[config.mk]
export PLATFORM = sky130hd
export DESIGN_NAME = sram_bridge
export DESIGN_NICKNAME = d
export VERILOG_FILES = /design/src/rtl/sram_bridge_pkg.sv /design/src/rtl/sram_bridge_timer.sv /design/src/rtl/sram_bridge_dq.sv /design/src/rtl/sram_bridge.sv
export SDC_FILE = /design/constraint.sdc
export NUM_CORES = 1
export LEC_CHECK = 0
export CAP_MARGIN = 0
export CELL_PAD_IN_SITES_DETAIL_PLACEMENT = 1
export CELL_PAD_IN_SITES_GLOBAL_PLACEMENT = 1
export CORE_MARGIN = 1.5
export CORE_UTILIZATION = 35
export DETAILED_ROUTE_END_ITERATION = 10
export PLACE_DENSITY_LB_ADDON = 0.1
export SYNTH_ARGS = -nofsm -noshare
export SYNTH_HDL_FRONTEND = slang
export SYNTH_SLANG_ARGS = --single-unit
[constraint.sdc]
create_clock -name clk -period 2.8 [get_ports clk]
set_input_delay 0.42 -clock clk [delete_from_list [all_inputs] [get_ports clk]]
set_output_delay 0.42 -clock clk [all_outputs]
set_load 0.1 [all_outputs]
[src/rtl/sram_bridge_pkg.sv]
`timescale 1ns/1ps
package sram_bridge_pkg;

  typedef enum logic [2:0] {
    ST_IDLE   = 3'd0,
    ST_WTURN  = 3'd1,
    ST_WPULSE = 3'd2,
    ST_WHOLD  = 3'd3,
    ST_RACC   = 3'd4
  } phase_e;

  // Whole clock cycles covering a nanosecond minimum, never below one.
  function automatic int unsigned ns_to_cyc(input int unsigned ns, input int unsigned clk_ns);
    int unsigned c;
    c = (ns + clk_ns - 1) / clk_ns;
    if (c == 0) c = 1;
    return c;
  endfunction

  function automatic int unsigned max2(input int unsigned a, input int unsigned b);
    return (a > b) ? a : b;
  endfunction

endpackage

[src/rtl/sram_bridge_timer.sv]
`timescale 1ns/1ps
// Down counter holding the number of cycles left in the current phase.
module sram_bridge_timer #(
  parameter int unsigned W = 4
) (
  input  logic         clk,
  input  logic         rst_n,
  input  logic         load,
  input  logic [W-1:0] load_val,
  output logic [W-1:0] cnt,
  output logic         last
);

  always_ff @(posedge clk or negedge rst_n) begin
    if (!rst_n)             cnt <= '0;
    else if (load)          cnt <= load_val;
    else if (cnt != '0)     cnt <= cnt - W'(1);
  end

  assign last = (cnt == W'(1));

endmodule

[src/rtl/sram_bridge_dq.sv]
`timescale 1ns/1ps
// Data pad stage: write byte register, drive enable and read capture.
module sram_bridge_dq #(
  parameter int unsigned DW = 8
) (
  input  logic          clk,
  input  logic          rst_n,
  input  logic          load_wdata,
  input  logic [DW-1:0] wdata,
  input  logic          drive_nx,
  input  logic          capture,
  input  logic [DW-1:0] pad_in,
  output logic [DW-1:0] pad_out,
  output logic          pad_oe,
  output logic [DW-1:0] rdata
);

  always_ff @(posedge clk or negedge rst_n) begin
    if (!rst_n) begin
      pad_out <= '0;
      pad_oe  <= 1'b0;
      rdata   <= '0;
    end else begin
      if (load_wdata) pad_out <= wdata;
      pad_oe <= drive_nx;
      if (capture)    rdata <= pad_in;
    end
  end

endmodule

[src/rtl/sram_bridge.sv]
`timescale 1ns/1ps
module sram_bridge
  import sram_bridge_pkg::*;
#(
  parameter int unsigned ADDR_W    = 15,
  parameter int unsigned DATA_W    = 8,
  parameter int unsigned CLK_NS    = 10,
  parameter int unsigned T_WP_NS   = 50,
  parameter int unsigned T_SD_NS   = 30,
  parameter int unsigned T_AW_NS   = 60,
  parameter int unsigned T_WC_NS   = 70,
  parameter int unsigned T_RC_NS   = 70,
  parameter int unsigned T_AA_NS   = 70,
  parameter int unsigned T_DOE_NS  = 35,
  parameter int unsigned T_HZOE_NS = 25,
  parameter int unsigned T_HZWE_NS = 25,
  parameter bit          OE_LOW_WR = 1'b0
) (
  input  logic              clk,
  input  logic              rst_n,
  input  logic              req_valid,
  output logic              req_ready,
  input  logic              req_write,
  input  logic [ADDR_W-1:0] req_addr,
  input  logic [DATA_W-1:0] req_wdata,
  output logic              rsp_done,
  output logic [DATA_W-1:0] rsp_rdata,
  output logic              sram_ce_n,
  output logic              sram_we_n,
  output logic              sram_oe_n,
  output logic [ADDR_W-1:0] sram_addr,
  output logic [DATA_W-1:0] sram_dq_o,
  output logic              sram_dq_oe,
  input  logic [DATA_W-1:0] sram_dq_i
);

  // Phase lengths in clock cycles.
  localparam int unsigned WP_C   = ns_to_cyc(T_WP_NS,   CLK_NS);
  localparam int unsigned SD_C   = ns_to_cyc(T_SD_NS,   CLK_NS);
  localparam int unsigned AW_C   = ns_to_cyc(T_AW_NS,   CLK_NS);
  localparam int unsigned WC_C   = ns_to_cyc(T_WC_NS,   CLK_NS);
  localparam int unsigned RC_C   = ns_to_cyc(T_RC_NS,   CLK_NS);
  localparam int unsigned AA_C   = ns_to_cyc(T_AA_NS,   CLK_NS);
  localparam int unsigned DOE_C  = ns_to_cyc(T_DOE_NS,  CLK_NS);
  localparam int unsigned HZOE_C = ns_to_cyc(T_HZOE_NS, CLK_NS);
  localparam int unsigned HZWE_C = ns_to_cyc(T_HZWE_NS, CLK_NS);

  localparam int unsigned PULSE_C = OE_LOW_WR ? max2(max2(WP_C, AW_C), HZWE_C + SD_C)
                                              : max2(max2(WP_C, AW_C), SD_C);
  localparam int unsigned DLY_C   = OE_LOW_WR ? HZWE_C : 0;
  localparam int unsigned HOLD_C  = (WC_C > PULSE_C + 1) ? (WC_C - PULSE_C) : 1;
  localparam int unsigned RD_C    = max2(max2(AA_C, DOE_C), RC_C);
  localparam int unsigned TA_C    = HZOE_C;
  localparam int unsigned MAX_C   = max2(max2(PULSE_C, HOLD_C), max2(RD_C, TA_C));
  localparam int unsigned CW      = $clog2(MAX_C + 1);

  phase_e state_q, state_d;

  logic [CW-1:0] ph_cnt, ph_val, ph_cnt_nx, ta_cnt;
  logic          ph_load, ph_last, ta_load, ta_last, ta_clear;

  // Named internal events, also observed by the checker.
  logic accept, wr_end, rd_end, drive_nx;

  sram_bridge_timer #(.W(CW)) u_ph (
    .clk(clk), .rst_n(rst_n), .load(ph_load), .load_val(ph_val),
    .cnt(ph_cnt), .last(ph_last)
  );

  sram_bridge_timer #(.W(CW)) u_ta (
    .clk(clk), .rst_n(rst_n), .load(ta_load), .load_val(CW'(TA_C)),
    .cnt(ta_cnt), .last(ta_last)
  );

  // Bus free for driving once at most one turnaround cycle is left.
  assign ta_clear = ta_last || (ta_cnt == '0);

  always_comb begin
    state_d = state_q;
    ph_load = 1'b0;
    ph_val  = '0;
    ta_load = 1'b0;
    accept  = 1'b0;
    wr_end  = 1'b0;
    rd_end  = 1'b0;
    unique case (state_q)
      ST_IDLE: begin
        if (req_valid) begin
          accept = 1'b1;
          if (req_write) begin
            if (!OE_LOW_WR && !ta_clear) begin
              state_d = ST_WTURN;
            end else begin
              state_d = ST_WPULSE;
              ph_load = 1'b1;
              ph_val  = CW'(PULSE_C);
            end
          end else begin
            state_d = ST_RACC;
            ph_load = 1'b1;
            ph_val  = CW'(RD_C);
          end
        end
      end
      ST_WTURN: begin
        if (ta_clear) begin
          state_d = ST_WPULSE;
          ph_load = 1'b1;
          ph_val  = CW'(PULSE_C);
        end
      end
      ST_WPULSE: begin
        if (ph_last) begin
          state_d = ST_WHOLD;
          ph_load = 1'b1;
          ph_val  = CW'(HOLD_C);
        end
      end
      ST_WHOLD: begin
        if (ph_last) begin
          state_d = ST_IDLE;
          wr_end  = 1'b1;
        end
      end
      ST_RACC: begin
        if (ph_last) begin
          state_d = ST_IDLE;
          rd_end  = 1'b1;
          ta_load = 1'b1;
        end
      end
      default: state_d = ST_IDLE;
    endcase
  end

  // Drive window: the tail of the write pulse after the release delay.
  assign ph_cnt_nx = ph_load ? ph_val : (ph_cnt - CW'(1));
  assign drive_nx  = (state_d == ST_WPULSE) && (ph_cnt_nx <= CW'(PULSE_C - DLY_C));

  always_ff @(posedge clk or negedge rst_n) begin
    if (!rst_n) begin
      state_q   <= ST_IDLE;
      sram_ce_n <= 1'b1;
      sram_we_n <= 1'b1;
      sram_oe_n <= 1'b1;
      sram_addr <= '0;
      rsp_done  <= 1'b0;
    end else begin
      state_q   <= state_d;
      sram_ce_n <= (state_d == ST_IDLE);
      sram_we_n <= (state_d != ST_WPULSE);
      sram_oe_n <= !((state_d == ST_RACC) || (OE_LOW_WR && (state_d == ST_WPULSE)));
      if (accept) sram_addr <= req_addr;
      rsp_done  <= wr_end || rd_end;
    end
  end

  assign req_ready = (state_q == ST_IDLE);

  sram_bridge_dq #(.DW(DATA_W)) u_dq (
    .clk(clk), .rst_n(rst_n),
    .load_wdata(accept), .wdata(req_wdata),
    .drive_nx(drive_nx), .capture(rd_end),
    .pad_in(sram_dq_i), .pad_out(sram_dq_o), .pad_oe(sram_dq_oe),
    .rdata(rsp_rdata)
  );

endmodule

==> metrics.md, run 1 <==
| Metric | Value |
|---|---|
| Yosys top cell area share | roughly 52% |
| Top cells by area, synth | dfrtp_1 52%, mux2_2 17%, dfstp_2 3.9% |
| Post-synthesis cell area | 2030 um^2 |
| Final Max Slew Viols | 0 |
| Final TNS setup | 0 ns |
| Routed len/inst | 15.1 um |
| Yosys top cell by area | dfrtp_1 |
| Largest family of logic cells by synthesized area | multiplexers |
| Detailed Place HPWL | 3300 um |
| Post-CTS Hold Buffers | 0 |
| Worst-path clk slew | 0.09 ns |
| Rel. slew slack | roughly a third |
| R2r startpoint | u_ta.cnt[0] |
| Clk buf depth | 2 |
| Met3 usage | 3.91% |
| Initial antenna violation count | 0 |
| Reg-to-reg slack, setup | 0.70 ns |
| Cells after Synth | 152 |
| CTS tree | built |
| M2 GR Usage | 27.9% |
| Status | finished clean |
| RSZ-0062 raised after global routing | no |
| Grt peak-use layer | met2 |
| Mapped Avg Cell Area | 13.4 um^2 |
| Tcrit/Tclk final | 74.9% |
| Cell Rows | 27 |
| Vias in the first global route | between 1,500 and 2,000 |
| # setup viols final | 0 |
| Synth Area in Simple Gates | 10.5% |
| Critical Path RT | 2.98 ns |
| PortBufs | 71 |
| Reg2Reg Depth | 6 |
| Clk_skew | 0.00903 ns |
| Critical Path Source Type | flop |
| WS Path Type | reg -> reg |
| CTS sink count | 45 |
| CP Cell Sequence | inv_1, ha_1, ha_1, o311ai_2, nor3b_1, mux2_2 |
| CORE AREA | ~5600 um^2 |
| Initial Util | between 30% and 40% |
| Max-Cap Viols | 0 |
| Count of boundary I/O pins | 72 |
| Crit-path max FO | 10 |
| Post-synth top cells | 42 x dfrtp_1, 30 x mux2_2, 8 x inv_1 |
| Synth warnings | 0 |
| Compound-Gate Fraction of Synth Area | 5.97% |
| Top FF cell, synth | dfrtp_1 |
| Root Driver | clkbuf_8 |
| Top-count cell post-synth | dfrtp_1 |
| Clk_lat worst skew | 0.30 ns |
| DIE AREA | around 6300 um^2 |
| Post-synth EDFFs | 0 |
| First-pass GRT wire length | 7680 um |
| Post-Synth XOR/XNOR Area | 1.29% |
| Synth-to-Final Area Change | 37.8% |
| Post-route ant nets | 0 |
| Residual DRC | 0 |
| Crit path top cell by count | ha_1 |
| Net Count, Synth | 193 |
| H-Tree Depth | 2 |
| Post-synthesis mux area share | between 10% and 20% |
| Post-synthesis cell type count | 32 |
| Pin count of the biggest net entering global routing | 46 |
| R2r endpoint | u_ph.cnt[0] |
| DIE HEIGHT | 79.2 um |
| Async SR Flop Fraction | 100% |
| Number of gates resized after cts | 0 |
| Adder-cell share of the synthesized area | ~3.7% |
| Iteration-0 DRC Markers | 53 |
| Final WL | 4470 um |
| Least-Margin Pin Slew | 0.985 ns |
| Ant diodes | 0 |
| Overflow after GRT | 0 |
| Minimum clock period | 2.10 ns |
| Fmax | 477 MHz |
| Worst path arrival time | 2.28 ns |
| Post-CTS setup buffer count | 0 |
| Total number of vias | 1,410 |
| Seq/Total Area, Yosys | 55.5% |
| Met1 Usage GRT | between 10% and 20% |
| Die W | ~79 um |
| Layout cells sized above 1 | 38.8% |
| Synth Register Bits | 45 |
| Nets@finish | 264 |
| Hold Crit Class | in -> async |
| CTS Buf Count | 5 |
| GR Util All Layers | 15.9% |
| GPL Wtd Cong | 0.792 |
| Drt pass-1 iters | 4 |
| Crit path capture type | flop |
| Via-to-Cell Ratio | approximately 4.8 |
| Hold Vio Cnt, Final | 0 |
| Critical path's largest stage delay | 0.42 ns |
| CP max stage cell | o311ai_2 |
[flip-flops by register name (all words and copies together) (netlist names)]
| name | count |
|---|---|
| u_ta.cnt | 3 |
| u_dq.pad_out | 8 |
| sram_we_n | 1 |
| sram_addr | 15 |
| u_dq.pad_oe | 1 |
| u_ph.cnt | 3 |
| state_q | 3 |
| u_dq.rdata | 8 |
| sram_oe_n | 1 |
| rsp_done | 1 |
| sram_ce_n | 1 |
[metal layers]
layer	routed length [um]	up-vias
met5	0	-
met3	214	7
met4	51	0
met1	1840	698
li1	-	662
met2	2360	43
[metrics by stage]
stage | utilization [%] | area [um^2] | setup slack, ns | hold slack (ns) | std cells
floorplan | - | 2040 | 0.663 | 0.124 | 152
global placement | 48.1 | 2680 | 0.731 | 0.473 | 288
detailed placement | 48.1 | 2680 | 0.680 | 0.487 | 288
CTS | 50.3 | 2800 | 0.689 | 0.320 | 296
global route | 50.3 | 2800 | 0.557 | 0.346 | 296
finish | 50.3 | 2800 | 0.701 | 0.276 | 296
[critical path: cells and delay by family, from the launching register on]
kind | cells | cell delay (ns)
DFF | 1 | 0.40
and+or+nand+nor | 1 | 0.25
AOI/OAI and AO/OA | 1 | 0.42
muxes | 1 | 0.36
buffers and inverters | 1 | 0.06
adders and majority gates | 2 | 0.50
[cells by family (layout without fill, tap and decap cells)]
family                     after synthesis  in the layout
AOI/OAI and AO/OA                       17             17
xor gates and xnor gates                 3              3
adders and majority gates                6              6
buffers and inverters                   16             88
DFF                                     45             45
muxes                                   33             33
and+or+nand+nor                         32             32
[cell type report]
cell class / count / area (um^2)
clock buffer: 6 / 82.6
clock inverter: 2 / 37.5
fill: 591 / 2770
inverter: 8 / 30.0
multi-input combinational: 91 / 813
sequential: 45 / 1130
tap: 72 / 90.1
timing repair buffer: 72 / 621
[worst max path at each step]
stage	from	to	depth (start not counted)
floorplan	state_q[2]	req_ready	2
global placement	req_write	u_ph.cnt[0]	5
detailed placement	req_write	u_ph.cnt[0]	5
CTS	u_ta.cnt[0]	u_ph.cnt[0]	6
global route	u_ta.cnt[0]	u_ph.cnt[0]	6
finish	u_ta.cnt[0]	u_ph.cnt[0]	6
[cell usage in the layout, fill, tap and decap left out, drive strengths merged]
master / instances
dfrtp: 42
buf: 39
clkdlybuf4s50: 33
mux2: 33
inv: 8
a21oi: 7
nand2: 6
ha: 6
clkbuf: 6
nand2b: 5
nor2: 4
o21ai: 4
or2: 4
dfstp: 3
nor3b: 2
nand4b: 2
nor4b: 2
o211ai: 2
nor2b: 2
xor2: 2
nor3: 2
xnor2: 1
o211a: 1
nand3: 1
a221o: 1
o311ai: 1
a2bb2oi: 1
nor4: 1
and2: 1
bufinv: 1
clkinvlp: 1
Power of run 1 is not shown: default switching activity piles up to over one toggle a cycle in this logic, so the estimate is an artifact.
==> run 2, diff against run 1 <==
clock period = 2.1 ns   (was 2.8 ns; I/O delays follow)
==> run 2 against run 1 <==
Against the previous run: wire length down 0.74%; count of clock-buffer cells in the layout is the same; core utilization rose by 1.1 points; setup slack worse by 0.47 ns; highest routed layer unchanged; sequential share of layout area shrank 0.88 points; flip-flop and latch count unchanged; final cell count grew 1.7%; design area rose by 2.2%; first-iteration DRC count shrank 45%; non-clock buffer count increased by 5; critical path depth did not move.
==> metrics.md, run 2 (same netlist as run 1, synthesis figures left out) <==
| Metric | Value |
|---|---|
| Status | finished clean |
| Fmax | 534 MHz |
| Crit-path max FO | 3 |
| DIE HEIGHT | 79.2 um |
| Drt pass-1 iters | 4 |
| Count of boundary I/O pins | 72 |
| Clk buf depth | 2 |
| Critical Path RT | 2.29 ns |
| Finished Cell Area | between 2000 and 3000 um^2 |
| Post-CTS setup buffer count | 0 |
| Hold Crit Class | in -> async |
| Tcrit/Tclk final | 89.2% |
| Final TNS setup | 0 ns |
| Final Max Slew Viols | 0 |
| Crit path top cell by count | ha_1 |
| CP Cell Sequence | inv_1, ha_1, ha_1, o311ai_2, nor3b_1, mux2_2 |
| PortBufs | 71 |
| CTS Buf Count | 5 |
| Crit path capture type | flop |
| Routed len/inst | 14.7 um |
| Die W | 79.2 um |
| Rel. slew slack | 45.4% |
| Worst path arrival time | around 2 ns |
| DIE AREA | 6280 um^2 |
| Root Driver | clkbuf_8 |
| Critical path buffer and inverter count | 1 |
| Cell Area, Placed | 2750 um^2 |
| Met3 wire length | 213 um |
| GR Util All Layers | 15.6% |
| Minimum clock period | 1.87 ns |
| CTS tree | built |
| H-Tree Depth | 2 |
| R2r startpoint | u_ta.cnt[0] |
| Critical Path Source Type | flop |
| Iteration-0 DRC Markers | 29 |
| Overflow after GRT | 0 |
| Synth-to-Final Area Change | 40.9% |
| Critical path's largest stage delay | ~0.40 ns |
| Most frequent cells in the layout | 42 x dfrtp_1, 41 x buf_4, 33 x clkdlybuf4s50_1 |
| Worst-path clk slew | 0.08 ns |
| CP Launch Point | u_ta.cnt[0] |
| Max-Cap Viols | 0 |
| Initial Util | between 30% and 40% |
| RSZ-0062 raised after global routing | no |
| Nets@finish | between 200 and 300 |
| GPL Wtd Cong | 0.832 |
| Clk_skew | 0.00385 ns |
| Biggest regs | sram_addr x15, u_dq.pad_out x8, u_dq.rdata x8 |
| Number of gates resized after cts | 0 |
| WL met2 | 2500 um |
| CORE AREA | 5570 um^2 |
| Commonest non-fill, non-tap cell in the layout | dfrtp_1 |
| Ant diodes | 0 |
| Hold Vio Cnt, Final | 0 |
| # setup viols final | 0 |
| Least-Margin Pin Slew | 0.819 ns |
| Via-to-Cell Ratio | 4.71 |
| Vias in the first global route | 1,619 |
| Largest register by flop count | sram_addr |
| CTS sink count | 45 |
| Cell Rows | 27 |
| Post-route ant nets | 0 |
| CP max stage cell | dfrtp_1 |
| Detailed Place HPWL | 3500 um |
| Pin count of the biggest net entering global routing | 38 |
| Max FFs per register | 15 |
| WS Path Type | reg -> reg |
| Max layer used | met4 |
| Clk_lat worst skew | 0.29 ns |
| Final WL | about 4400 um |
| Wl on met1 | 1680 um |
| Initial antenna violation count | 0 |
| Largest delay contributor family on the critical path | flip-flops |
| Layout cells sized above 1 | between 40% and 50% |
| Residual DRC | 0 |
| Total number of vias | 1,417 |
| First-pass GRT wire length | ~7600 um |
| Post-CTS Hold Buffers | 0 |
==> run 2: worst paths after layout <==
| check | endpoint | slack, ns | cells after the start |
|---|---|---|---|
| max in group asynchronous | u_dq.rdata[3] | 1.35 | 2 |
| min | sram_addr[3] | 0.11 | 1 |
| min in group clk | sram_addr[7] | 0.50 | 1 |
| max | u_ph.cnt[0] | 0.23 | 6 |
| max reg2reg | u_ph.cnt[0] | 0.23 | 6 |
| min reg2reg | sram_addr[7] | 0.50 | 1 |
==> run 2: routing by layer <==
metal | vias to the layer above | global-route usage (%)
met2 | 39 | 28.5
met5 | - | 0
met3 | 5 | 4.25
met1 | 704 | 17.8
li1 | 669 | -
met4 | 0 | 4.21
==> run 2: worst reg2reg max path, delay by kind of cell, from the launching register on <==
| family | cells | cell delay [ns] |
|---|---|---|
| simple gates | 1 | 0.24 |
| compound gates | 1 | 0.30 |
| flops | 1 | 0.40 |
| mux | 1 | 0.36 |
| buf+inv | 1 | 0.07 |
| fa+ha+maj | 2 | 0.39 |
==> run 2: cell type report <==
class / instances / area, um^2
fillers: 590 / 2710
flip-flops and latches: 45 / 1130
multi-input cells: 91 / 813
repair buffers: 77 / 683
well taps: 72 / 90.1
clock buffers: 6 / 82.6
clock inverters: 2 / 37.5
inverters: 8 / 30.0
==> run 2: through the flow <==
stage | hold WS [ns] | utilization, % | instances | worst slack (ns)
global placement | 0.438 | 49.3 | 293 | 0.247
finish | 0.110 | 51.4 | 301 | 0.227
floorplan | 0.0194 | - | 152 | 0.0677
CTS | 0.133 | 51.4 | 301 | 0.202
detailed placement | 0.458 | 49.3 | 293 | 0.204
global route | 0.157 | 51.4 | 301 | 0.123
Power of run 2 is left out for the same reason.
==> run 3, diff against run 2 <==
CORE_UTILIZATION = 36   (was 35)
CTS_BUF_LIST = sky130_fd_sc_hd__clkbuf_2   (was default)
==> run 3 against run 2 <==
Against the previous run: wire length is 3.9% higher; flip-flop and latch count did not move; first-iteration DRC count is 86% higher; setup slack worse by 0.044 ns; design area decreased by 2.6%; core utilization fell by 0.42 points; clock skew increased by 0.011 ns; register-to-register slack worse by 0.04 ns; die area shrank 2.7%; final cell count unchanged; non-clock buffer count stayed put; sequential share of layout area rose by 1.1 points; largest cell class unchanged; highest routed layer unchanged.
==> metrics.md, run 3 (same netlist as run 1, synthesis figures left out) <==
| Metric | Value |
|---|---|
| Status | finished clean |
| CTS Buf Count | 5 |
| CP max stage cell | dfrtp_1 |
| Critical Path Source Type | flop |
| Critical path's largest stage delay | 0.43 ns |
| Via-to-Cell Ratio | 4.80 |
| DIE AREA | 6110 um^2 |
| Initial Util | 37.2% |
| Biggest regs | sram_addr x15, u_dq.pad_out x8, u_dq.rdata x8 |
| CORE AREA | roughly 5500 um^2 |
| # setup viols final | 0 |
| Die W | 78.2 um |
| Rel. slew slack | a little over two thirds |
| Hold Crit Class | in -> async |
| Initial antenna violation count | 0 |
| Overflow after GRT | 0 |
| Residual DRC | 0 |
| Crit-path max FO | 3 |
| Count of boundary I/O pins | 72 |
| Hold Vio Cnt, Final | 0 |
| Vias in the first global route | 1,593 |
| Commonest non-fill, non-tap cell in the layout | dfrtp_1 |
| Crit path capture type | flop |
| Iteration-0 DRC Markers | 54 |
| Cell Rows | 27 |
| R2r endpoint | u_ph.cnt[0] |
| RSZ-0062 raised after global routing | no |
| Ant diodes | 0 |
| Reg-to-reg slack, setup | roughly 0.18 ns |
| Clk_skew | approximately 0.015 ns |
| Final TNS setup | 0 ns |
| R2r startpoint | u_ta.cnt[0] |
| Crit path top cell by count | ha_1 |
| Critical Path RT | between 2 and 2.5 ns |
| Max FFs per register | 15 |
| Root Driver | clkbuf_2 |
| GR Util All Layers | 16.6% |
| Reg2Reg Depth | 6 |
| Post-CTS Hold Buffers | 1 |
| Routed len/inst | 15.3 um |
| Layout cells sized above 1 | between 30% and 40% |
| Minimum clock period | about 1.9 ns |
| Largest register by flop count | sram_addr |
| Most frequent cells in the layout | 42 x dfrtp_1, 40 x buf_4, 33 x clkdlybuf4s50_1 |
| Max-Cap Viols | 0 |
| Drt pass-1 iters | 3 |
| Final Max Slew Viols | 0 |
| DIE HEIGHT | 78.2 um |
| Fmax | 522 MHz |
| GPL Wtd Cong | 0.813 |
| WS Path Type | reg -> reg |
| CP Cell Sequence | inv_1, ha_1, ha_1, o311ai_2, nor3b_1, mux2_2 |
| Layout filler cell count | 604 |
| Final WL | 4610 um |
| First-pass GRT wire length | 7880 um |
| Synth-to-Final Area Change | 37.2% |
| H-Tree Depth | 2 |
| Worst-path clk slew | roughly 0.21 ns |
| CTS sink count | 45 |
| Clk_lat worst skew | 0.40 ns |
| Post-CTS setup buffer count | 0 |
| Nets@finish | 269 |
| Tcrit/Tclk final | between 90% and 100% |
| Pin count of the biggest net entering global routing | 30 |
| Detailed Place HPWL | 3590 um |
| CTS tree | built |
| Total number of vias | 1,446 |
| Clk buf depth | 2 |
| Least-Margin Pin Slew | 0.451 ns |
| PortBufs | 71 |
| Number of gates resized after cts | 0 |
| Post-route ant nets | 0 |
| Worst path arrival time | 2.23 ns |
run 3: cell count changes in the layout (fill, tap and decap cells not counted):
cell,previous run,this run
clkbuf_2,0,7
clkbuf_8,6,0
buf_4,41,40
bufinv_16,1,0
dlygate4sd3_1,0,1
run 3: worst max-delay path by stage:
stage | startpoint | end | cells past startpoint
detailed placement | req_valid | u_dq.pad_out[2] | 4
global placement | req_valid | sram_addr[3] | 4
finish | u_ta.cnt[0] | u_ph.cnt[0] | 6
floorplan | state_q[2] | req_ready | 2
global route | u_ta.cnt[0] | u_ph.cnt[0] | 6
CTS | u_ta.cnt[0] | u_ph.cnt[0] | 6
run 3: critical path: cells and delay by family (launching register included):
family	cells	cell delay (ns)
AO/OA/AOI/OAI	1	0.30
flip-flops	1	0.43
buffers and inverters	1	0.06
AND/OR/NAND/NOR	1	0.28
adder cells (fa/ha/maj)	2	0.39
multiplexers	1	0.37
run 3: cell type report:
class	count	area (um^2)	share of cell area, %
clock buffer	7	35.0	1.26
clock inverter	1	7.51	0.269
inverter	8	30.0	1.08
multi-input combinational	91	813	29.1
sequential	45	1130	40.5
tap	72	90.1	3.23
timing repair buffer	77	686	24.6
run 3: metrics by stage:
step / setup WS [ns] / cells / instance area (um^2) / hold WS, ns / utilization (%)
after floorplan: 0.0677 / 152 / 2040 / 0.0194 / -
after global placement: 0.247 / 292 / 2740 / 0.239 / 50.0
after detailed placement: 0.199 / 292 / 2740 / 0.254 / 50.0
after CTS: 0.169 / 301 / 2790 / 0.304 / 51.0
after global routing: 0.0245 / 301 / 2790 / 0.320 / 51.0
final: 0.183 / 301 / 2790 / 0.327 / 51.0
run 3: metal layers:
layer	track usage, %	vias up	wire length [um]
li1	-	672	-
met1	21.7	726	1960
met2	27.0	43	2320
met3	5.12	5	278
met4	4.29	0	51
met5	0	-	0
Power of run 3 is left out for the same reason.
